`src/rtl/amute_pkg.sv`:
```
package amute_pkg;

    localparam int unsigned DEF_SAMPLE_W    = 20;
    localparam int unsigned DEF_IDLE_FRAMES = 8192;

    typedef enum logic [1:0] {
        LVL_ZERO   = 2'd0,
        LVL_ONE    = 2'd1,
        LVL_ACTIVE = 2'd2
    } chan_lvl_e;

    function automatic chan_lvl_e lvl_of(input logic all_one, input logic all_zero);
        if (all_zero)     return LVL_ZERO;
        else if (all_one) return LVL_ONE;
        else              return LVL_ACTIVE;
    endfunction

    function automatic logic lvl_quiet(input chan_lvl_e lvl);
        return lvl != LVL_ACTIVE;
    endfunction

endpackage

```
`src/rtl/amute_classify.sv`:
```
module amute_classify
    import amute_pkg::*;
#(
    parameter int unsigned SAMPLE_W = DEF_SAMPLE_W
) (
    input  logic [SAMPLE_W-1:0] left_smp,
    input  logic [SAMPLE_W-1:0] right_smp,
    output logic                frame_idle
);

    localparam int unsigned NCH = 2;

    logic [SAMPLE_W-1:0] words [NCH];
    chan_lvl_e           lvl   [NCH];
    logic [NCH-1:0]      quiet;

    assign words[0] = left_smp;
    assign words[1] = right_smp;

    for (genvar c = 0; c < NCH; c++) begin : g_chan
        always_comb begin
            lvl[c]   = lvl_of(&words[c], ~|words[c]);
            quiet[c] = lvl_quiet(lvl[c]);
        end
    end

    assign frame_idle = &quiet;

endmodule

```
`src/rtl/amute_run_count.sv`:
```
module amute_run_count #(
    parameter int unsigned IDLE_FRAMES = 8192,
    localparam int unsigned CW = $clog2(IDLE_FRAMES + 1)
) (
    input  logic          clk,
    input  logic          rst,
    input  logic          step,
    input  logic          idle_in,
    input  logic          arm,
    output logic [CW-1:0] cnt_q,
    output logic          full_next
);

    localparam logic [CW-1:0] LIMIT = CW'(IDLE_FRAMES);

    logic [CW-1:0] cnt_d;

    always_comb begin
        if (!(idle_in && arm))  cnt_d = '0;
        else if (cnt_q < LIMIT) cnt_d = cnt_q + 1'b1;
        else                    cnt_d = cnt_q;
        full_next = (cnt_d == LIMIT);
    end

    always_ff @(posedge clk) begin
        if (rst)       cnt_q <= '0;
        else if (step) cnt_q <= cnt_d;
    end


    cnt_sat_chk: assert property (@(posedge clk) disable iff (rst)
        cnt_q <= LIMIT);


    cnt_hold_chk: assert property (@(posedge clk) disable iff (rst)
        (step && idle_in && arm && cnt_q == LIMIT) |=> (cnt_q == LIMIT));

endmodule

```
`src/rtl/amute_detect.sv`:
```
module amute_detect
    import amute_pkg::*;
#(
    parameter int unsigned SAMPLE_W    = DEF_SAMPLE_W,
    parameter int unsigned IDLE_FRAMES = DEF_IDLE_FRAMES
) (
    input  logic                clk,
    input  logic                rst,
    input  logic                smp_vld,
    input  logic [SAMPLE_W-1:0] left_smp,
    input  logic [SAMPLE_W-1:0] right_smp,
    input  logic                enable_n,
    output logic                mute
);

    localparam int unsigned CW = $clog2(IDLE_FRAMES + 1);

    logic          frame_idle;
    logic [CW-1:0] cnt_q;
    logic          full_next;
    logic          mute_q;

    amute_classify #(.SAMPLE_W(SAMPLE_W)) u_class (
        .left_smp  (left_smp),
        .right_smp (right_smp),
        .frame_idle(frame_idle)
    );

    amute_run_count #(.IDLE_FRAMES(IDLE_FRAMES)) u_count (
        .clk      (clk),
        .rst      (rst),
        .step     (smp_vld),
        .idle_in  (frame_idle),
        .arm      (!enable_n),
        .cnt_q    (cnt_q),
        .full_next(full_next)
    );

    always_ff @(posedge clk) begin
        if (rst)          mute_q <= 1'b0;
        else if (smp_vld) mute_q <= full_next;
    end

    assign mute = mute_q & ~enable_n;


    no_strobe_hold_chk: assert property (@(posedge clk) disable iff (rst)
        !smp_vld |=> $stable(mute_q));


    active_release_chk: assert property (@(posedge clk) disable iff (rst)
        (smp_vld && !frame_idle) |=> !mute_q);


    disabled_clear_chk: assert property (@(posedge clk) disable iff (rst)
        (smp_vld && enable_n) |=> (!mute_q && cnt_q == '0));


    rise_after_run_chk: assert property (@(posedge clk) disable iff (rst)
        $rose(mute_q) |-> ($past(cnt_q) >= CW'(IDLE_FRAMES - 1)));

endmodule

```
`config.mk`:
```
export PLATFORM = sky130hd
export DESIGN_NAME = amute_detect
export DESIGN_NICKNAME = d
export VERILOG_FILES = /design/src/rtl/amute_pkg.sv /design/src/rtl/amute_classify.sv /design/src/rtl/amute_run_count.sv /design/src/rtl/amute_detect.sv
export SDC_FILE = /design/constraint.sdc
export NUM_CORES = 1
export LEC_CHECK = 0
export BUFFER_PORTS_ARGS = -buffer_cell sky130_fd_sc_hd__buf_2
export CAP_MARGIN = 15
export CORE_AREA = 2 2 53 55
export DETAILED_ROUTE_END_ITERATION = 6
export DIE_AREA = 0 0 55 57
export MAX_ROUTING_LAYER = met4
export PLACE_DENSITY = 0.89
export SYNTH_ARGS = -nofsm -noshare
export SYNTH_HDL_FRONTEND = slang
export SYNTH_SLANG_ARGS = --single-unit
```
`constraint.sdc`:
```
create_clock -name clk -period 2.8 [get_ports clk]
set_input_delay 0.56 -clock clk [delete_from_list [all_inputs] [get_ports clk]]
set_output_delay 0.56 -clock clk [all_outputs]
set_load 0.01 [all_outputs]
```
==> results of run 1 <==
==> synth_stat cells (5+ instances only) <==
library cell | n | share of area
nor4_1 | 12 | 0.062
dfxtp_1 | 15 | 0.25
nor2_1 | 11 | 0.034
nand3_1 | 9 | 0.037
a31o_2 | 5 | 0.036
nor3_1 | 7 | 0.029
a22o_1 | 5 | 0.036
clkbuf_1 | 5 | 0.015
nand2_1 | 11 | 0.034
nand4_1 | 14 | 0.072
==> worst max-delay path by stage <==
stage                       endpoint  slack (ns)  depth (start not counted)
floorplan           u_count.cnt_q[6]        0.33                          5
global placement    u_count.cnt_q[6]        0.17                          6
detailed placement  u_count.cnt_q[6]        0.15                          6
CTS                 u_count.cnt_q[6]        0.44                          6
global route        u_count.cnt_q[0]        0.38                          7
finish              u_count.cnt_q[6]        0.45                          6
==> power groups by stage <==
| stage | logic (uW) | clock network [uW] | registers, uW |
|---|---|---|---|
| after floorplan | 18.5 | 0 | 218 |
| after global placement | 56.4 | 0 | 218 |
| after detailed placement | 58.1 | 0 | 218 |
| after CTS | 58.4 | 132 | 213 |
| after global routing | 65.3 | 141 | 213 |
| final | 58.9 | 128 | 213 |
==> flip-flops by register name, summed over array words and instances (netlist names) <==
signal / cells
u_count.cnt_q: 14
mute_q: 1
==> area by class of cell <==
| cell class | instances | share of cell area |
|---|---|---|
| sequential | 15 | 0.205 |
| timing repair buffer | 45 | 0.155 |
| tap | 31 | 0.0265 |
| clock buffer | 3 | 0.0154 |
| multi-input combinational | 133 | 0.584 |
| inverter | 4 | 0.0102 |
| clock inverter | 1 | 0.00342 |
==> routing by layer <==
metal  vias up  global-route usage  wire, um
met5         -                   -         0
met4         0              0.0732        55
met3         5              0.0236       265
met2        58               0.352      1480
met1       674               0.253      1370
li1        719                   -         -
==> critical path: cells and delay by family <==
kind	cells	cell delay (ns)
buffers and inverters	1	0.10
AND/OR/NAND/NOR	3	1.51
AO/OA/AOI/OAI	2	0.40
==> per-stage QoR <==
stage	instance area, um2	utilization	power [uW]
finish	1470	0.560	400
global route	1470	0.560	420
CTS	1470	0.560	404
detailed placement	1440	0.550	276
global placement	1440	0.550	275
floorplan	1220	-	237
==> kinds of logic (layout without fill, tap and decap cells) <==
kind of cell,after synthesis,in the layout,synth area share
xor+xnor,4,4,0.0287
mux,3,3,0.0257
simple gates,90,90,0.424
fa+ha+maj,1,1,0.0103
buf+inv,13,53,0.0513
compound gates,35,35,0.214
flops,15,15,0.246
==> placed cells by master, fill, tap and decap left out, types with 2 or more instances in the layout <==
cell type  Yosys  layout
o41ai_1        2       2
nand4_1       14      14
a21oi_1        4       4
or3_1          2       2
nor3_1         7       7
or4_1          3       3
nand3_1        9       9
o32ai_1        2       2
clkbuf_4       0       3
nor4b_1        2       2
xnor2_1        4       4
a31oi_1        4       4
nor2_1        11      11
nand2_1       11      11
a31o_2         5       5
and3_1         4       4
o31ai_1        3       3
inv_1          4       4
nand4b_1       2       2
a22o_1         5       5
dfxtp_1       15      15
buf_2          1      44
o21ai_0        4       4
nor4_1        12      12
mux2i_1        2       2
nand2b_1       4       4
==> metrics.txt, run 1 <==
DR vias 1,456; Boundary Pins 45; max_cap viols 0; Multi-input gate area 856 um2; Iteration-0 DRC Markers 41; Fillers 266; CP Capture Type register; dpl cells 228; Die ar. 3140 um2; relative slew slack 0.628; Synth cell types 45; Worst R2R Path Depth 7; critical path class primary input to register; flop-to-flop setup slack 0.71 ns; kind of start point of the critical path primary input; fin cells 232; hold path cells 2; Max Fclk 0.426 GHz; Synthesized Nets 206; clock sinks 15; H-tree levels 1; first-pass GRT wire length 4820 um; switching power ~100 uW; peak per-stage delay on the critical path 0.51 ns; number of I/O port buffers 44; Period minus WS final 2.35 ns; setup TNS 0 ns; hold_sp mute_q; Int Power 296 uW; ANT cells 0; peak supply drop 282 uV; PD cells ~270 nW/um2; worst-path cell chain buf_2 -> or4_1 -> or4_1 -> a21o_1 -> or4b_1 -> a31oi_1; Register Area 300 um2; Synth async-reset ratio 0; # DRC 0; final worst path period share 0.839; clock skew 0.000547 ns; initial antenna violation count 0; slowest CP cell or4b_1; grt ovf 0; critical-path maximum fanout 6; fraction of layout cells with a size suffix above 1 0.294; Routed WL 3170 um; Die W 55 um; Syn Area/Cell 7.57 um2; 1st-pass router iterations 4; final setup vio count 0; WHS Endpoint mute_q; Final Hold Fails 0; pre-CTS setup slack 0.146 ns; synth warn 0; # rows 19; outcome finished clean; Num CTS Buffers 3; EDFF count, synth 0; die height 57 um; Overall Global Routing Usage 0.210; CP Data Arrival Time around 2.6 ns; gpl congestion 0.970; Hold Buf Count CTS 0; clock buffer depth 2; Setup WS post-layout ~0.45 ns; Net Sw Frac 0.259; CTS tree built; Worst-path clk slew approximately 0.090 ns; clk_lat worst skew 0.29 ns; wire length per cell between 10 and 15 um; HP Class register to register; Setup crit start right_smp[3]; required time of the critical path 3.03 ns; Leak between 0.0005 and 0.0006 uW; Seq/Total Area, Yosys 0.246; Clock Tree Root clkbuf_4; core footprint 2620 um2; DR vias/cell 6.28; Layout area overhead 20.2%; actual slew at the worst max-slew pin 0.553 ns; HPWL after detailed placement ~2400 um; number of global-route vias before repair around 1.2k; antenna-violating nets left 0; cell mode on critical path or4_1; Final Net Count roughly 250; flops & latches, synth 15; Final Max Slew Viols 0; starting density of the core 0.466; Synth Instances 161; Setup Fix Bufs, Post-CTS 0; clock share of power 0.320; Top FF cell, synth dfxtp_1; PostCTS Resize Cnt 0; sequential power share 0.533; RSZ-0062 raised after global routing false; final hold slack between 0.4 and 0.5 ns; Comb power frac 0.147; r2r startpoint u_count.cnt_q[0]; largest net degree at the start of global routing 19; mapped cell area 1220 um2; r2r endpoint mute_q
No activity file was read; power rests on OpenSTA's default activity.
==> run 2, diff against run 1 <==
==> constraint.sdc (replaced) <==
create_clock -name clk -period 2.3 [get_ports clk]
set_input_delay 0.46 -clock clk [delete_from_list [all_inputs] [get_ports clk]]
set_output_delay 0.46 -clock clk [all_outputs]
set_load 0.01 [all_outputs]
==> metrics.txt, run 2 (same netlist as run 1, synthesis figures left out) <==
fin util 0.566 (+0.00526); power after layout 489 uW (+22%); number of global-route vias before repair 1,246 (+1.1%); r2r startpoint u_count.cnt_q[0]; Period minus WS final about 2.2 ns; RSZ-0062 raised after global routing false; required time of the critical path 2.54 ns (-0.49 ns); number of I/O port buffers 44 (unchanged); final worst path period share 0.942; Iteration-0 DRC Markers 29 (-29%); Num CTS Buffers 3 (unchanged); switching power 125 uW (+21%); ANT cells 0 (unchanged); wire length per cell 13.7 um (+0.21%); CP Capture Type register; critical-path maximum fanout 2 (-4); sequential power share 0.531 (-0.002); Final Max Slew Viols 0 (unchanged); r2r endpoint mute_q; DR vias 1,431 (-1.7%); fin cells 234 (+0.86%); 1st-pass router iterations 4 (unchanged); Overall Global Routing Usage 0.216 (+0.00632); HPWL after detailed placement 2410 um (-1.2%); # DRC 0 (unchanged); DR vias/cell 6.12 (-2.6%); starting density of the core 0.466 (unchanged); Layout area overhead 21.4%; clock share of power 0.323 (+0.003); antenna-violating nets left 0 (unchanged); Final Hold Fails 0 (unchanged); Comb power frac 0.146 (about the same); grt ovf 0 (unchanged); HP Class register to register; Die ar. 3140 um2 (unchanged); peak supply drop 322 uV (+14%); Die W 55 um (unchanged); Net Sw Frac 0.256 (-0.00295); clock buffer depth 2 (unchanged); gpl congestion 0.894 (-7.8%); largest net degree at the start of global routing 19 (unchanged); flop-to-flop setup slack 0.22 ns (-0.49 ns); initial antenna violation count 0 (unchanged); Regs by FF count u_count.cnt_q (14), mute_q (1); worst-path cell chain buf_2 -> or4_1 -> or4_1 -> a21o_1 -> or4b_1 -> a31oi_1; core footprint 2620 um2 (unchanged); clock skew 0.00961 ns (+0.00907 ns); pre-CTS setup slack -0.178 ns (-0.324 ns); final setup vio count 0 (unchanged); WHS Endpoint mute_q; actual slew at the worst max-slew pin 0.543 ns (-0.0105 ns); Int Power 363 uW (+23%); commonest non-fill, non-tap cells in the layout buf_2 (44), dfxtp_1 (15), nand4_1 (14); outcome finished clean; Setup Fix Bufs, Post-CTS 0 (unchanged); CP Data Arrival Time 2.40 ns (-0.18 ns); Routed WL 3210 um (+1.1%); clk_lat worst skew 0.30 ns (about the same); PostCTS Resize Cnt 0 (unchanged); dpl cells 230 (+0.88%); clock sinks 15 (unchanged); Max Fclk 0.462 GHz; peak per-stage delay on the critical path 0.50 ns (about the same); # rows 19 (unchanged); fraction of layout cells with a size suffix above 1 0.296 (+0.00203); most common cell after layout, fill and taps aside buf_2; Clock Tree Root clkbuf_4; hold path cells 2 (unchanged); PD cells 330 nW/um2 (+21%); Hold Buf Count CTS 0 (unchanged); Setup WS post-layout 0.134 ns (-0.316 ns); die height 57 um (unchanged); Top reg by flops u_count.cnt_q; slowest CP cell or4_1; Leak 0.000520 uW (+1.3%); max_cap viols 0 (unchanged); relative slew slack 0.635 (+0.00705); post-route cell area 1480 um2 (+0.94%); Boundary Pins 45 (unchanged); hold_sp mute_q; Worst-path clk slew 0.09 ns (about the same); Worst R2R Path Depth 7 (unchanged); critical path class primary input to register; H-tree levels 1 (unchanged); max reg flops 14 (unchanged); DP Area 1450 um2 (+1.0%); first-pass GRT wire length 4980 um (+3.3%); cell mode on critical path or4_1; Final Net Count 249 (+0.81%); CTS tree built; kind of start point of the critical path primary input
-- run 2: changes by cell type in the layout (fill, tap and decap cells not counted) --
cell | before | now
clkbuf_1 | 0 | 1
clkinv_2 | 1 | 0
buf_4 | 1 | 3
-- run 2: power by group through the flow --
stage / registers, uW / clock network [uW] / logic, uW
floorplan: 266 / 0 / 22.5
global placement: 266 / 0 / 68.2
detailed placement: 266 / 0 / 70.6
CTS: 259 / 162 / 70.9
global route: 260 / 170 / 79.0
finish: 259 / 158 / 71.4
-- run 2: worst max-delay path, delay by kind of cell --
kind                   cells  cell delay, ns
buffers and inverters      1            0.10
AO/OA/AOI/OAI              2            0.35
AND/OR/NAND/NOR            3            1.49
-- run 2: per-layer routing --
metal	wire, um	part of all wire	global-route usage
met3	219	0.068	0.0262
met1	1400	0.44	0.261
met4	29	0.0090	0.0697
met5	0	0	-
met2	1560	0.49	0.364
-- run 2: how the worst max path moves through the flow --
| stage | startpoint | depth (start not counted) | end | slack, ns |
|---|---|---|---|---|
| 6_report | right_smp[3] | 6 | u_count.cnt_q[6] | 0.13 |
| 3_3_place_gp | right_smp[3] | 6 | u_count.cnt_q[6] | -0.16 |
| 3_5_place_dp | right_smp[3] | 6 | u_count.cnt_q[6] | -0.18 |
| 4_1_cts | right_smp[3] | 6 | u_count.cnt_q[6] | 0.12 |
| 5_1_grt | right_smp[3] | 6 | u_count.cnt_q[3] | 0.03 |
| 2_1_floorplan | right_smp[3] | 5 | u_count.cnt_q[6] | -0.07 |
-- run 2: area by class of cell --
type	count	area [um2]
clock buffer	4	26.3
fill	272	1140
inverter	4	15.0
multi-input combinational	133	856
sequential	15	300
tap	31	38.8
timing repair buffer	47	243
-- run 2: through the flow --
stage | TNS, ns | hold WS, ns
finish | 0 | 0.489
global placement | -0.649 | 0.471
floorplan | -0.0711 | 0.459
global route | 0 | 0.518
detailed placement | -0.814 | 0.480
CTS | 0 | 0.494
==> run 3, diff against run 2 <==
--- a/config.mk
+++ b/config.mk
@@ -8,6 +8,7 @@
 export BUFFER_PORTS_ARGS = -buffer_cell sky130_fd_sc_hd__buf_2
 export CAP_MARGIN = 15
 export CORE_AREA = 2 2 53 55
+export CTS_BUF_LIST = sky130_fd_sc_hd__clkbuf_4 sky130_fd_sc_hd__clkbuf_8 sky130_fd_sc_hd__clkbuf_16
 export DETAILED_ROUTE_END_ITERATION = 6
 export DIE_AREA = 0 0 55 57
 export MAX_ROUTING_LAYER = met4
==> constraint.sdc (replaced) <==
create_clock -name clk -period 2.3 [get_ports clk]
set_input_delay 0.115 -clock clk [delete_from_list [all_inputs] [get_ports clk]]
set_output_delay 0.115 -clock clk [all_outputs]
set_load 0.01 [all_outputs]
==> metrics.txt, run 3 (same netlist as run 1, synthesis figures left out) <==
worst-path cell chain ha_1 -> nand2b_1 -> or4_1 -> mux2i_1 -> a21oi_1 -> nand4_1 -> o32ai_1; ANT cells 0 (unchanged); initial antenna violation count 0 (unchanged); gpl congestion 0.931 (+4.1%); met3 Use GR 0.0314 (+0.00524); Iteration-0 DRC Markers 32 (+10%); Regs by FF count u_count.cnt_q (14), mute_q (1); final worst path period share 0.931 (-0.0106); Fillers 264 (-2.9%); flop-to-flop setup slack 0.16 ns (-0.06 ns); DR vias 1,480 (+3.4%); setup TNS 0 ns (unchanged); hold path cells 2 (unchanged); Die W 55 um (unchanged); critical path class register to register; Layout area overhead 21.7%; Num CTS Buffers 3 (unchanged); hold_sp rst; Clock Tree Root clkbuf_4; Period minus WS final 2.14 ns (-0.0244 ns); DR vias/cell 6.32 (+3.4%); WHS Endpoint u_count.cnt_q[1]; antenna-violating nets left 0 (unchanged); # DRC 0 (unchanged); Top reg by flops u_count.cnt_q; starting density of the core 0.466 (unchanged); kind of start point of the critical path register; actual slew at the worst max-slew pin 0.515 ns (-0.0279 ns); Leak 0.000523 uW (+0.66%); fraction of layout cells with a size suffix above 1 0.300 (+0.00493); clock buffer depth 2 (unchanged); die height 57 um (unchanged); CTS tree built; Die ar. 3140 um2 (unchanged); core footprint 2620 um2 (unchanged); clock sinks 15 (unchanged); Worst-path clk slew 0.09 ns (about the same); r2r endpoint mute_q; Boundary Pins 45 (unchanged); clock skew 0.00575 ns (-0.00386 ns); Max Fclk 0.467 GHz (+1.1%); commonest non-fill, non-tap cells in the layout buf_2 (44), dfxtp_1 (15), nand4_1 (14); HPWL after detailed placement 2510 um (+4.4%); # rows 19 (unchanged); 1st-pass router iterations 4 (unchanged); final setup vio count 0 (unchanged); wire length per cell 13.9 um (+1.4%); power after layout 490 uW (+0.27%); Final Net Count 249 (unchanged); required time of the critical path 2.48 ns (-0.06 ns); Hold Buf Count CTS 0 (unchanged); r2r startpoint u_count.cnt_q[0]; Overall Global Routing Usage 0.222 (+0.00601); relative slew slack 0.654 (+0.0188); peak supply drop 272 uV (-15%); largest net degree at the start of global routing 19 (unchanged); outcome finished clean; Setup Fix Bufs, Post-CTS 0 (unchanged); max_cap viols 0 (unchanged); peak per-stage delay on the critical path 0.57 ns (+0.07 ns); grt ovf 0 (unchanged); slowest CP cell or4_1; Routed WL 3250 um (+1.4%); met1 Use GR 0.258 (-0.00286); H-tree levels 1 (unchanged); CP Data Arrival Time 2.33 ns (-0.07 ns); met2 Track Usage GR 0.376 (+0.0119); Worst R2R Path Depth 7 (unchanged); RSZ-0062 raised after global routing false; max reg flops 14 (unchanged); Final Hold Fails 0 (unchanged); PostCTS Resize Cnt 0 (unchanged); number of I/O port buffers 44 (unchanged); number of global-route vias before repair 1,368 (+9.8%); HP Class primary input to register; first-pass GRT wire length 5260 um (+5.7%); most common cell after layout, fill and taps aside buf_2; critical-path maximum fanout 7 (+5); Final Max Slew Viols 0 (unchanged); PD cells 330 nW/um2 (about the same); CP Capture Type register; Most Crowded Layer GR met2; clk_lat worst skew 0.27 ns (-0.03 ns)
-- run 3: cell counts in the layout (fill, tap and decap cells not counted) --
Identical to the previous run, type by type.
-- run 3: stage by stage --
stage	worst slack (ns)	instances	util	hold WS [ns]	instance area (um2)
floorplan	0.274	161	-	0.273	1220
global placement	0.186	230	0.556	0.484	1450
detailed placement	0.102	230	0.556	0.479	1450
CTS	0.175	234	0.567	0.202	1480
global route	0.00959	234	0.567	0.232	1480
finish	0.158	234	0.567	0.205	1480
-- run 3: routing by layer --
layer	up-vias	share of wire	routed length, um
met3	4	0.098	320
met1	678	0.41	1330
met5	-	0	0
met2	74	0.48	1570
met4	0	0.0086	28
li1	724	-	-
-- run 3: critical path, delay by kind of cell (launching register included) --
family / cells / cell delay [ns]
compound gates: 2 / 0.33
mux: 1 / 0.15
simple gates: 3 / 0.81
fa+ha+maj: 1 / 0.31
flops: 1 / 0.46
-- run 3: layout make-up --
| cell class | count | area, um2 | area share |
|---|---|---|---|
| multi-input cells | 133 | 856 | 0.577 |
| flip-flops and latches | 15 | 300 | 0.203 |
| well taps | 31 | 38.8 | 0.0262 |
| inverters | 4 | 15.0 | 0.0101 |
| clock buffers | 4 | 30.0 | 0.0203 |
| repair buffers | 47 | 243 | 0.164 |
-- run 3: worst max-delay path by stage --
stage	startpoint	to	slack, ns	depth (start not counted)
6_report	u_count.cnt_q[0]	mute_q	0.16	7
5_1_grt	u_count.cnt_q[0]	mute_q	0.01	7
4_1_cts	u_count.cnt_q[0]	mute_q	0.17	7
3_5_place_dp	right_smp[3]	u_count.cnt_q[6]	0.10	6
3_3_place_gp	right_smp[3]	u_count.cnt_q[6]	0.19	6
2_1_floorplan	right_smp[3]	u_count.cnt_q[6]	0.27	5
-- run 3: report_power, final --
part | switching [uW] | internal (uW) | leakage, uW
clock network | 81.0 | 78.9 | 0.0000184
logic | 34.4 | 36.2 | 0.000384
registers | 0.0000000000859 | 259 | 0.000121
total | 115 | 375 | 0.000523
